$ cat src/rtl/pair_mean_filter.sv
module pair_mean_filter #(
  parameter int DW = 24,
  parameter int CW = 4,
  parameter int SW = 5
) (
  input  logic                 clk,
  input  logic                 rst_n,
  input  logic                 raw_vld,
  input  logic signed [DW-1:0] raw_data,
  input  logic        [CW-1:0] cfg_chan,
  input  logic        [SW-1:0] cfg_speed,
  input  logic                 cfg_dbl,
  output logic signed [DW-1:0] out_data,
  output logic                 out_valid,
  output logic                 out_stb
);

  logic                 seen;
  logic [CW-1:0]        last_chan;
  logic [SW-1:0]        last_speed;
  logic signed [DW-1:0] prev;
  logic signed [DW:0]   sum;

  assign sum = {prev[DW-1], prev} + {raw_data[DW-1], raw_data};

  wire chan_moved = seen && (cfg_chan != last_chan);
  wire no_hist    = cfg_dbl && !seen;
  wire use_mean   = cfg_dbl && seen;

  always_ff @(posedge clk or negedge rst_n) begin
    if (!rst_n) begin
      seen       <= 1'b0;
      last_chan  <= '0;
      last_speed <= '0;
      prev       <= '0;
      out_data   <= '0;
      out_valid  <= 1'b0;
      out_stb    <= 1'b0;
    end else begin
      out_stb <= raw_vld;
      if (raw_vld) begin
        seen       <= 1'b1;
        last_chan  <= cfg_chan;
        last_speed <= cfg_speed;
        prev       <= raw_data;
        out_data   <= use_mean ? sum[DW:1] : raw_data;
        out_valid  <= !(chan_moved || no_hist);
      end
    end
  end

  p_hold_r9: assert property (@(posedge clk) disable iff (!rst_n)
    !out_stb |-> ($stable(out_data) && $stable(out_valid)));

  p_chan_invalid_r6: assert property (@(posedge clk) disable iff (!rst_n)
    (raw_vld && seen && cfg_chan != last_chan) |=> (out_stb && !out_valid));

  p_speed_valid_r7: assert property (@(posedge clk) disable iff (!rst_n)
    (raw_vld && seen && cfg_chan == last_chan && cfg_speed != last_speed) |=> out_valid);

  p_pass_r3: assert property (@(posedge clk) disable iff (!rst_n)
    (raw_vld && !cfg_dbl) |=> (out_data == $past(raw_data)));

  p_mean_r4: assert property (@(posedge clk) disable iff (!rst_n)
    (raw_vld && cfg_dbl && seen) |=>
      (($past(sum) == {out_data, 1'b0}) || ($past(sum) == {out_data, 1'b1})));

  p_empty_hist_r5: assert property (@(posedge clk) disable iff (!rst_n)
    (raw_vld && cfg_dbl && !seen) |=> (!out_valid && out_data == $past(raw_data)));

endmodule

$ cat config.mk
export PLATFORM = sky130hd
export DESIGN_NAME = pair_mean_filter
export DESIGN_NICKNAME = d
export VERILOG_FILES = /design/src/rtl/pair_mean_filter.sv
export SDC_FILE = /design/constraint.sdc
export NUM_CORES = 1
export LEC_CHECK = 0
export ABC_AREA = 1
export BUFFER_PORTS_ARGS = -buffer_cell sky130_fd_sc_hd__clkbuf_2
export CORE_MARGIN = 3
export CORE_UTILIZATION = 56
export DETAILED_ROUTE_END_ITERATION = 8
export PLACE_DENSITY = 0.79
export RECOVER_POWER = 100
export SYNTH_ARGS = -nofsm -noshare
export SYNTH_HDL_FRONTEND = slang
export SYNTH_SLANG_ARGS = --single-unit
$ cat constraint.sdc
create_clock -name clk -period 2 [get_ports clk]
set_input_delay 0.3 -clock clk [delete_from_list [all_inputs] [get_ports clk]]
set_output_delay 0.3 -clock clk [all_outputs]
set_load 0.1 [all_outputs]
## Yosys cells after proc, flatten, opt, wreduce, memory -nomap -nowiden

Cells that the tools add are included.
Widths: inputs -> output; s select.

| operators by class | value |
|---|---|
| add/subtract/negate cells | 1 |
| equality and inequality tests | 1 |
| muxes and demuxes | 1 |
| reduce and logical (&&, ||, !) cells | 6 |

Operators by type and width:

| kind | count |
|---|---|
| $add 24x24->25 | 1 |
| $mux 24 | 1 |
| $ne 4x4->1 | 1 |
| $logic_and 1x1->1 | 3 |
| $logic_not 1->1 | 2 |
| $logic_or 1x1->1 | 1 |

| word-level totals | value |
|---|---|
| register bits after elaboration | 55 |
| output and inout bits | 26 |

## Depth between registers and ports, before layout

| logic depth | value |
|---|---|
| word-level depth | 4 |
| depth in mapped cells | 13 |
| mapped depth without buffers | 13 |

## Least setup slack after synthesis

OpenSTA, ideal clock, no wires.

| timing path | value |
|---|---|
| path type | reg-to-reg |
| start point | register prev[0] |
| end point | register out_data[13] |
| arrival time | 1.551 ns |
| slack | 0.326 ns |
| cell stages (with the launch flop) | 14 |
| buffers on the path | 0 |
| clock period less this slack | 1.674 ns |
| cell sequence | dfrtp_1 > nand2_1 > inv_1 > fa_1 > nand2_1 > inv_1 > nand3_1 > nand3_1 > nand3_1 > nand2_1 > nand2_1 > nand2_1 > o21ai_0 > nand2_1 |

| on the way | value |
|---|---|
| cells in the longest elaborated chain, start to end | 2 |

Ends and longest elaborated chain:

| what | line | text |
|---|---|---|
| start, declared | 21 | `logic signed [DW-1:0] prev;` |
| start signal, assigned | 45 | `prev <= raw_data;` |
| $add 24x24->25 | 24 | `assign sum = {prev[DW-1], prev} + {raw_data[DW-1], raw_data};` |
| $mux 24 | 46 | `out_data <= use_mean ? sum[DW:1] : raw_data;` |
| end signal, assigned | 46 |  |
| end, declared | 13 | `output logic signed [DW-1:0] out_data,` |

Every way passes these cells.
A chain may end at the register's enable or synchronous reset.

## Final worst setup path

| timing path | value |
|---|---|
| start point | register prev[19] |
| end point | register out_data[20] |

The elaborated chain is that of the path after synthesis.

==> results by stage <==
CTS:
- Clock-pin slew was measured on the worst setup and hold paths at roughly 120 ps.
- TritonCTS created 5 clock buffers.
- The number of levels the H-tree was split into is 2.
- The clock tree from TritonCTS is built.
- The number of sinks on the clock net is 55.
- The buffer type at the clock tree root is clkbuf_8.
- The post-CTS setup buffer count is 0.
- The number of buffers between clock root and the deepest sink is 2.
- The later pin in the worst-skew pair is clocked with a latency of 320 ps.

Routing:
- The number of iterations in the first detailed-routing pass is 5.
- In this run the remaining antenna-violating nets after routing total 0.
- The final wirelength is 11400 um.
- The remaining design rule violation count is 0.
- The wire length per cell after detailed routing is 14.2 um.
- After detailed routing, the number of vias per cell comes to about 5.2.
- After the first detailed-routing iteration, the DRC count stood at 302.
- The count of vias placed by the detailed router is slightly above 4k.

Global routing:
- Entering global routing, the biggest net connects 41 pins.
- Global routing used 27.3% of the available tracks.
- The first global-routing pass estimated ~18000 um of wire.
- After global routing the overflow that remains totals 0.
- The via count of the first global-routing pass is 3841.
- The number of antenna violations at the first check in global routing is 0.
- For this run, global-route usage on met1 was measured as 40.9%.
- met2 is the most crowded layer.
- Global routing used 42.6% of the available met2 tracks.
- For this run, global-route usage on met3 was measured as around 4.2%.

Final layout:
- The number of nets in the layout is 767.
- In the final layout, the share of cells above drive strength 1 is 16.8%.
- The number of antenna diodes is 0.
- Relative to the synthesized area, the layout overhead comes to 18.5%.

Floorplan:
- The starting density of the core is 58.9%.
- The die span in x is roughly 90 um.
- The number of top-level design ports is 63.
- In this run the vertical extent of the chip is about 91 um.
- After floorplanning, the core was divided into 30 placement rows.
- The area of the die is 8330 um^2.
- The core region is between 6000 and 7000 um^2.

Power:
- The largest vdd supply drop is 622 uV.
- The sequential share of power is around a third.
- For this design the ratio of total power to cell area is 797 nW/um^2.
- The total power draw is between 3000 and 4000 uW.
- Of the total power, the clock network draws 18.9%.
- The net switching component of the power is 1850 uW.
- The static leakage is 0.00275 uW.
- The logic gate share of total power is between 40 and 50%.
- The switching share of total power is about 48%.
- Cell internal power was estimated by the tool at 2000 uW.

Synthesis:
- Each instance of the synthesized netlist takes up on average 6.33 um^2.
- Summing every instance area after synthesis gives 4070 um^2.
- The count of state elements after synthesis is 55.
- The number of unique standard cell types used by synthesis is 29.
- The Yosys step of the flow raised 0 warnings.
- The number of nets in the synthesized netlist is 704.
- The gate count of the mapped netlist is 643.
- The sequential area share after synthesis is 33.8%.

Placement:
- The wire-length estimate of the detail-placed layout is 8880 um.
- The number of buffers inserted by port buffering is 57.
- The last weighted congestion value of the routability-driven placer is about 0.97.

STA:
- The worst relative slew slack is 13.5%.
- For the pin with the worst max-slew slack, the measured transition is 1300 ps.
- The number of endpoints with negative hold slack in the final report was 0.
- The setup violation total in the final timing report is 0.
- The time the final worst path needs with I/O delays and setup is 1930 ps.
- The total negative slack for setup checks is 0 ps.
- The clock arrives with around 12 ps of skew.
- Based on the critical path, the design can be clocked at up to 0.519 GHz.
- In the finished design, the share of the clock period the worst path needs comes to 96.4%.
- The max-slew violation count is 0.

Setup path:
- The data required time at the worst endpoint is 2220 ps.
- The classification of the worst setup path is flip-flop to flip-flop.
- STA classifies the critical path endpoint as a flip-flop.
- The critical path arrival is 2140 ps.
- The type of origin of the critical path is a flip-flop.
- Of all nets on the critical path, the largest fanout is 5.

Outcome:
- The run finished with clean final reports.

Hold path:
- The type of the worst min-delay path is primary input to flip-flop.

Run:
- The number of violations of the max-capacitance limit is 0.
-- area by class of cell --
type	count	area, um^2
clock buffer	6	82.6
clock inverter	2	20.0
fill	648	2080
inverter	102	383
multi-input combinational	471	2430
sequential	55	1380
tap	96	120
timing repair buffer	71	415
-- cell usage after synthesis --
cell,number,share of area (%)
a21o_1,2,0.37
a21oi_1,30,3.7
and2_1,1,0.15
buf_1,4,0.37
buf_2,2,0.25
clkbuf_1,9,0.83
clkinv_1,1,0.092
dfrtp_1,55,34
fa_1,1,0.49
ha_1,23,7.1
inv_1,101,9.3
nand2_1,269,25
nand2_2,7,1.1
nand3_1,34,4.2
nand3b_1,2,0.37
nand4_1,7,1.1
nor2_1,38,3.5
nor2_2,5,0.77
nor3_1,2,0.25
nor4_1,1,0.15
o21a_1,2,0.37
o21ai_0,30,3.7
o21ai_1,1,0.12
o21bai_1,1,0.18
o22a_1,1,0.22
o22ai_1,1,0.15
or2_2,2,0.31
xnor2_1,1,0.22
xor2_1,10,2.2
-- what timing repair did --
item	CTS	global route
gates resized for setup	1	38
setup endpoints to repair	1	18
hold buffers	1	0
cloned	0	0
pin swaps	0	2
endpoints found under the hold margin	21	0
-- power by group through the flow --
stage,clock network [uW],logic [uW],registers [uW]
2_1_floorplan,0,717,1910
3_3_place_gp,0,1680,1330
3_5_place_dp,0,1700,1340
4_1_cts,736,1710,1320
5_1_grt,786,1950,1340
6_report,727,1800,1320
-- worst paths after layout --
path                                          from  cells past startpoint  slack (ps)                       end
min                                    cfg_chan[1]                      3         200  last_chan[1]$_DFFE_PN0P_
max in group asynchronous                    rst_n                      3         290       prev[3]$_DFFE_PN0P_
min in group asynchronous                    rst_n                      2         780      prev[16]$_DFFE_PN0P_
min reg2reg                out_data[0]$_DFFE_PN0P_                      1         490   out_data[0]$_DFFE_PN0P_
max reg2reg                   prev[19]$_DFFE_PN0P_                     10          70  out_data[20]$_DFFE_PN0P_
max                           prev[19]$_DFFE_PN0P_                     10          70  out_data[20]$_DFFE_PN0P_
-- cells by family (layout without fill, tap and decap cells) --
family                   after synthesis  in the layout  share of synthesized area (%)
AND/OR/NAND/NOR                      368            368                           36.6
flip-flops                            55             55                           33.8
adder cells (fa/ha/maj)               24             24                           7.56
XOR/XNOR                              11             11                           2.37
buffers and inverters                117            181                           10.8
AO/OA/AOI/OAI                         68             68                           8.79
-- critical path, stage by stage (launching register included) --
cell and delay (ps):
dfrtp_1 400, ha_1 390, nand2_1 150, nor2_1 190, nand2_1 90, nor2_1 110, nand2_1 90, nand4_1 120
nand3_1 130, nand2_1 100, nand2_1 50
-- layout by cell type (no fill, tap or decap), drive strengths merged, types with 2 or more instances in the layout --
cell type,instances
a21o,2
a21oi,30
buf,12
clkbuf,64
clkinv,2
dfrtp,55
ha,23
inv,102
nand2,276
nand3,34
nand3b,2
nand4,7
nor2,43
nor3,2
o21a,2
o21ai,31
or2,2
xor2,10
-- flip-flops by register name, indices dropped and copies added, names as in the netlist --
name	count
out_stb	1
prev	24
last_chan	4
out_valid	1
seen	1
out_data	24
-- through the flow --
step | utilization [%] | instance area, um^2 | cells | worst slack [ps] | hold WS, ps
after floorplan | - | 4070 | 643 | 326 | 4.41
after global placement | 65.9 | 4550 | 794 | 22.7 | 319
after detailed placement | 65.9 | 4550 | 794 | -26.9 | 337
after CTS | 67.6 | 4670 | 803 | 17.8 | 193
after global routing | 69.9 | 4830 | 803 | -5.41 | 213
final | 69.9 | 4830 | 803 | 72.5 | 198
-- layer usage --
| metal | share of wire, % | routed length [um] |
|---|---|---|
| met4 | 0.78 | 89 |
| met3 | 6.5 | 741 |
| met5 | 0 | 0 |
| met1 | 49 | 5540 |
| met2 | 44 | 5010 |
Power figures use the tool's default switching activity.
